## config.mk

```make
export PLATFORM = sky130hd
export DESIGN_NAME = qb_next_pc
export DESIGN_NICKNAME = d
export VERILOG_FILES = /design/src/rtl/qb_pkg.sv /design/src/rtl/qb_operand_sel.sv /design/src/rtl/qb_cond_eval.sv /design/src/rtl/qb_target_gen.sv /design/src/rtl/qb_next_pc.sv
export SDC_FILE = /design/constraint.sdc
export NUM_CORES = 1
export LEC_CHECK = 0
export BUFFER_PORTS_ARGS = -buffer_cell sky130_fd_sc_hd__buf_4
export CORE_ASPECT_RATIO = 0.6
export CORE_MARGIN = 4
export CORE_UTILIZATION = 30
export DETAILED_ROUTE_END_ITERATION = 10
export SYNTH_ARGS = -nofsm -noshare
export SYNTH_HDL_FRONTEND = slang
export SYNTH_SLANG_ARGS = --single-unit
```

## constraint.sdc

```tcl
create_clock -name vclk -period 17.1
set_clock_uncertainty 0.1 [all_clocks]
set_input_delay 4.275 -clock vclk [all_inputs]
set_output_delay 4.275 -clock vclk [all_outputs]
set_load 0.05 [all_outputs]
```

## src/rtl/qb_pkg.sv

```systemverilog
package qb_pkg;

    typedef enum logic [3:0] {
        OP_OTHER = 4'd0,
        OP_BGT   = 4'd1,
        OP_BGE   = 4'd2,
        OP_BLT   = 4'd3,
        OP_BLE   = 4'd4,
        OP_BEQ   = 4'd5,
        OP_BNE   = 4'd6,
        OP_BALW  = 4'd7,
        OP_BBS   = 4'd8,
        OP_BBC   = 4'd9,
        OP_JMP   = 4'd10,
        OP_JAL   = 4'd11
    } qb_op_e;

    localparam int unsigned QB_OP_W = 4;

endpackage

```

## src/rtl/qb_operand_sel.sv

```systemverilog
module qb_operand_sel
    import qb_pkg::*;
#(
    parameter int unsigned DATA_W   = 32,
    parameter int unsigned IMM_W    = 16,
    parameter int unsigned BR_IMM_W = 8
) (
    input  logic [DATA_W-1:0] rs2_val,
    input  logic [IMM_W-1:0]  imm_val,
    input  logic              imm_sel,
    input  logic              is_jump,
    output logic [DATA_W-1:0] op2_val
);

    localparam int unsigned JPAD_W = DATA_W - IMM_W;
    localparam int unsigned BPAD_W = DATA_W - BR_IMM_W;

    logic [DATA_W-1:0] br_imm_ext;
    logic [DATA_W-1:0] jmp_imm_ext;

    assign br_imm_ext  = {{BPAD_W{1'b0}}, imm_val[BR_IMM_W-1:0]};
    assign jmp_imm_ext = {{JPAD_W{1'b0}}, imm_val};

    always_comb begin
        if (!imm_sel) begin
            op2_val = rs2_val;
        end else if (is_jump) begin
            op2_val = jmp_imm_ext;
        end else begin
            op2_val = br_imm_ext;
        end
    end

    always_comb begin
        if (imm_sel && !is_jump) begin
            AST_BR_IMM_NARROW: assert (op2_val[DATA_W-1:BR_IMM_W] == '0);
        end
    end

endmodule

```

## src/rtl/qb_cond_eval.sv

```systemverilog
module qb_cond_eval
    import qb_pkg::*;
#(
    parameter int unsigned DATA_W = 32
) (
    input  logic [QB_OP_W-1:0] op_code,
    input  logic [DATA_W-1:0]  rs1_val,
    input  logic [DATA_W-1:0]  op2_val,
    output logic               cond_take
);

    localparam int unsigned IDX_W = $clog2(DATA_W);

    logic [IDX_W-1:0] bit_idx;
    logic             bit_hit;
    logic             op_gt;
    logic             op_eq;

    assign bit_idx = op2_val[IDX_W-1:0];
    assign bit_hit = rs1_val[bit_idx];
    assign op_gt   = op2_val > rs1_val;
    assign op_eq   = op2_val == rs1_val;

    always_comb begin
        case (op_code)
            OP_BGT:  cond_take = op_gt;
            OP_BGE:  cond_take = op_gt | op_eq;
            OP_BLT:  cond_take = ~(op_gt | op_eq);
            OP_BLE:  cond_take = ~op_gt;
            OP_BEQ:  cond_take = op_eq;
            OP_BNE:  cond_take = ~op_eq;
            OP_BALW: cond_take = 1'b1;
            OP_BBS:  cond_take = bit_hit;
            OP_BBC:  cond_take = ~bit_hit;
            default: cond_take = 1'b0;
        endcase
    end

    always_comb begin
        if (op_code == OP_BEQ && rs1_val == op2_val) begin
            AST_EQ_TAKES: assert (cond_take);
        end
    end

endmodule

```

## src/rtl/qb_target_gen.sv

```systemverilog
module qb_target_gen #(
    parameter int unsigned PC_W  = 16,
    parameter int unsigned OFS_W = 10
) (
    input  logic [PC_W-1:0]  pc_cur,
    input  logic [OFS_W-1:0] br_ofs,
    input  logic             rel_take,
    input  logic             is_jump,
    input  logic [PC_W-1:0]  jump_tgt,
    output logic [PC_W-1:0]  seq_pc,
    output logic [PC_W-1:0]  pc_next
);

    localparam int unsigned SX_W = PC_W - OFS_W;

    logic [PC_W-1:0] ofs_ext;
    logic [PC_W-1:0] rel_pc;

    assign ofs_ext = {{SX_W{br_ofs[OFS_W-1]}}, br_ofs};
    assign seq_pc  = pc_cur + PC_W'(1);
    assign rel_pc  = pc_cur + ofs_ext;

    always_comb begin
        if (is_jump) begin
            pc_next = jump_tgt;
        end else if (rel_take) begin
            pc_next = rel_pc;
        end else begin
            pc_next = seq_pc;
        end
    end

endmodule

```

## src/rtl/qb_next_pc.sv

```systemverilog
module qb_next_pc
    import qb_pkg::*;
#(
    parameter int unsigned PC_W   = 16,
    parameter int unsigned DATA_W = 32,
    parameter int unsigned IMM_W  = 16,
    parameter int unsigned OFS_W  = 10
) (
    input  logic [PC_W-1:0]    pc_cur,
    input  logic [QB_OP_W-1:0] op_code,
    input  logic [DATA_W-1:0]  rs1_val,
    input  logic [DATA_W-1:0]  rs2_val,
    input  logic [IMM_W-1:0]   imm_val,
    input  logic               imm_sel,
    input  logic [OFS_W-1:0]   br_ofs,
    output logic [PC_W-1:0]    pc_next,
    output logic               br_taken,
    output logic [DATA_W-1:0]  link_val,
    output logic               link_we
);

    localparam int unsigned LPAD_W = DATA_W - PC_W;

    logic              is_jump;
    logic [DATA_W-1:0] op2_val;
    logic              cond_take;
    logic [PC_W-1:0]   seq_pc;

    assign is_jump = (op_code == OP_JMP) || (op_code == OP_JAL);

    qb_operand_sel #(
        .DATA_W   (DATA_W),
        .IMM_W    (IMM_W),
        .BR_IMM_W (8)
    ) u_opsel (
        .rs2_val (rs2_val),
        .imm_val (imm_val),
        .imm_sel (imm_sel),
        .is_jump (is_jump),
        .op2_val (op2_val)
    );

    qb_cond_eval #(
        .DATA_W (DATA_W)
    ) u_cond (
        .op_code   (op_code),
        .rs1_val   (rs1_val),
        .op2_val   (op2_val),
        .cond_take (cond_take)
    );

    qb_target_gen #(
        .PC_W  (PC_W),
        .OFS_W (OFS_W)
    ) u_tgt (
        .pc_cur   (pc_cur),
        .br_ofs   (br_ofs),
        .rel_take (cond_take),
        .is_jump  (is_jump),
        .jump_tgt (op2_val[PC_W-1:0]),
        .seq_pc   (seq_pc),
        .pc_next  (pc_next)
    );

    assign br_taken = is_jump | cond_take;
    assign link_we  = (op_code == OP_JAL);
    assign link_val = {{LPAD_W{1'b0}}, seq_pc};

    always_comb begin
        if (!br_taken) begin
            AST_FALLTHROUGH: assert (pc_next == pc_cur + PC_W'(1));
        end
        if (link_we) begin
            AST_LINK_TAKEN: assert (br_taken);
            AST_LINK_RET: assert (link_val[PC_W-1:0] == pc_cur + PC_W'(1));
        end
        if (op_code == OP_BALW) begin
            AST_ALWAYS_TAKEN: assert (br_taken);
        end
        if (op_code > OP_JAL || op_code == OP_OTHER) begin
            AST_OTHER_QUIET: assert (!br_taken && !link_we);
        end
    end

endmodule

```

==> flow_summary_export.csv <==
group,metric,value,unit
timing,post-route-period-util,74.0,%
placement,place.gp.congestion,0.950,
worst_setup_path,startpoint_type,"input pin",
hold_path,hp-class,"in -> out",
placement,dp.cells,687,
die,die_w,137,um
logic_synthesis,avgSynthCellArea,7.02,um2
power,p_per_area,40.2,nW/um2
cells_and_area,area.growth.synth_to_final,37.8,%
power,p_leak,2.16,nW
worst_setup_path,critPathRequiredTime,12730,ps
hold_path,hold_depth,3,
logic_synthesis,synth_area_leaders,"ha_1, mux2i_1, inv_1",
placement,io_buffers,145,
route,viasPerCell,5.04,
placement,post-dp-hpwl,10.1,mm
route,vias,3461,
route,drtAntennaViolNets,0,
grt,grt_max_degree,45,
grt,grt.total_usage,18.1,%
cells_and_area,final_cell_mix,"buf_4, inv_1, ha_1, mux2i_1, a21oi_1",
cts,holdBufCountCts,0,
logic_synthesis,synth.yosys.seq_area_share,0,%
worst_setup_path,path_cells,"buf_4 -> mux2i_1 -> clkinv_1 -> ha_1 -> a21oi_1 -> o21ai_0 -> a221oi_1 -> o211ai_1 -> a221o_1 -> a21o_1 -> a31o_4 -> or3_1 -> o211ai_1 -> buf_4",
die,coreArea,9430,um2
grt,overflow,0,
worst_setup_path,end_kind,"output port",
die,row_count,27,
route,first_pass_iters,4,
timing,slew_violations,0,
worst_setup_path,criticalPathCategory,"in -> out",
grt,antenna_found_initial,0,
timing,setup_viol,0,
status,run_status,"completed",
cells_and_area,diodes,0,
route,drc_errors,0,
power,ir_drop,0.0218,mV
logic_synthesis,yosysWarnings,0,
worst_setup_path,slowest_stage,"mux2i_1",
timing,clock.fmax,0.0790,GHz
timing,final-hold-violation-count,0,
timing,grt_setup_unrepaired,"false",
cells_and_area,drive_above_1_share,28.5,%
cts,cts_resized,0,
worst_setup_path,cp.arrival,8280,ps
cells_and_area,n_clock_buffer,0,
hold_path,worstHoldStart,"pc_cur[0]",
die,die_y,85.3,um
route,first_iter_violations,240,
logic_synthesis,synthCells,425,
timing,fin_tns_setup,0,ps
route,wl_per_cell,16.5,um
logic_synthesis,yosysTopAreaCell,"ha_1",
hold_path,hold_end,"link_val[0]",
worst_setup_path,cp_max_fo,44,
timing,timing.final.crit_period,12650,ps
die,initial_core_util,31.7,%
power,finalPower,165,uW
cells_and_area,nFlopsAndLatches,0,
timing,max-slew-margin-rel,22.7,%
die,dieArea,11700,um2
route,drt-total-wl,11.3,mm
timing,worst-slew-pin-transition,1160,ps
logic_synthesis,netlist_area,2990,um2
worst_setup_path,slowest_delay,620,ps
logic_synthesis,yosysUniqueCellTypes,58,
cells_and_area,nets,719,
grt,grt_pass1_vias,3393,
cells_and_area,instances_no_fill,687,
run,maxCapViolCount,0,
cells_and_area,mostFrequentLayoutCell,"buf_4",
cells_and_area,seq_area,0,um2
die,ios,161,
logic_synthesis,synth_top_area_share,20.1,%
cts,post-cts-setup-buffers,0,
grt,grt_pass1_wl,17.3,mm
cell usage after synthesis (all sizes together), types with 5 or more instances:
master and number:
nor2b 19, buf 20, xnor2 21, ha 48, o221ai 5, clkbuf 8, inv 57, a21oi 31
nand3 25, o211ai 5, nand2 27, xor2 5, a21o 5, nor3b 5, mux2i 33, nor3 11
o21ai 18, nor2 20, nand4 8
where the power goes:
| group | internal [mW] | switching, mW |
|---|---|---|
| combinational | 0.0643 | 0.101 |
| sequential | 0 | 0 |
| clock | 0 | 0 |
| total | 0.0643 | 0.101 |
worst max path at each step:
stage          cells after the start  slack, ps        from           to
4_1_cts                           16       4490  op_code[1]   pc_next[0]
5_1_grt                           16       4080  op_code[1]   pc_next[0]
2_1_floorplan                     15       4240  op_code[1]  pc_next[12]
3_5_place_dp                      16       4520  op_code[1]   pc_next[0]
6_report                          14       4450     imm_sel   pc_next[0]
3_3_place_gp                      16       4630  op_code[1]   pc_next[0]
metrics by stage:
step	setup WS (ps)	util, %	area (um2)	hold WS, ps
5_1_grt	4080	43.7	4120	8820
3_3_place_gp	4630	43.7	4120	8800
4_1_cts	4490	43.7	4120	8790
6_report	4450	43.7	4120	8800
2_1_floorplan	4240	-	3040	8630
3_5_place_dp	4520	43.7	4120	8790
area by class of cell:
cell class | count | area [um2]
multi-input cells | 354 | 2650
repair buffers | 145 | 1090
well taps | 130 | 163
inverters | 58 | 218
fillers | 985 | 5310
critical path, delay by kind of cell:
| kind | cells | cell delay [ps] |
|---|---|---|
| AOI/OAI and AO/OA | 8 | 1690 |
| adders and majority gates | 1 | 290 |
| buffers and inverters | 3 | 1050 |
| muxes | 1 | 620 |
| and+or+nand+nor | 1 | 340 |
logic make-up (layout without fill, tap and decap cells):
group | Yosys count | in the layout | synth area share (%)
AND/OR/NAND/NOR | 132 | 132 | 23.1
AO/OA/AOI/OAI | 93 | 93 | 20.9
buffers and inverters | 86 | 203 | 13.4
adder cells (fa/ha/maj) | 49 | 49 | 20.8
multiplexers | 38 | 38 | 14.1
XOR/XNOR | 26 | 26 | 7.63
other | 1 | 16 | 0.126
layer usage:
| layer | part of all wire [%] | vias up | track usage, % |
|---|---|---|---|
| li1 | - | 1753 | - |
| met1 | 51 | 1592 | 28.6 |
| met2 | 41 | 114 | 27.5 |
| met3 | 7.5 | 2 | 1.66 |
| met4 | 0.35 | 0 | 0.815 |
| met5 | 0 | - | 0 |
Note: power is estimated with default switching activity, not from simulation.
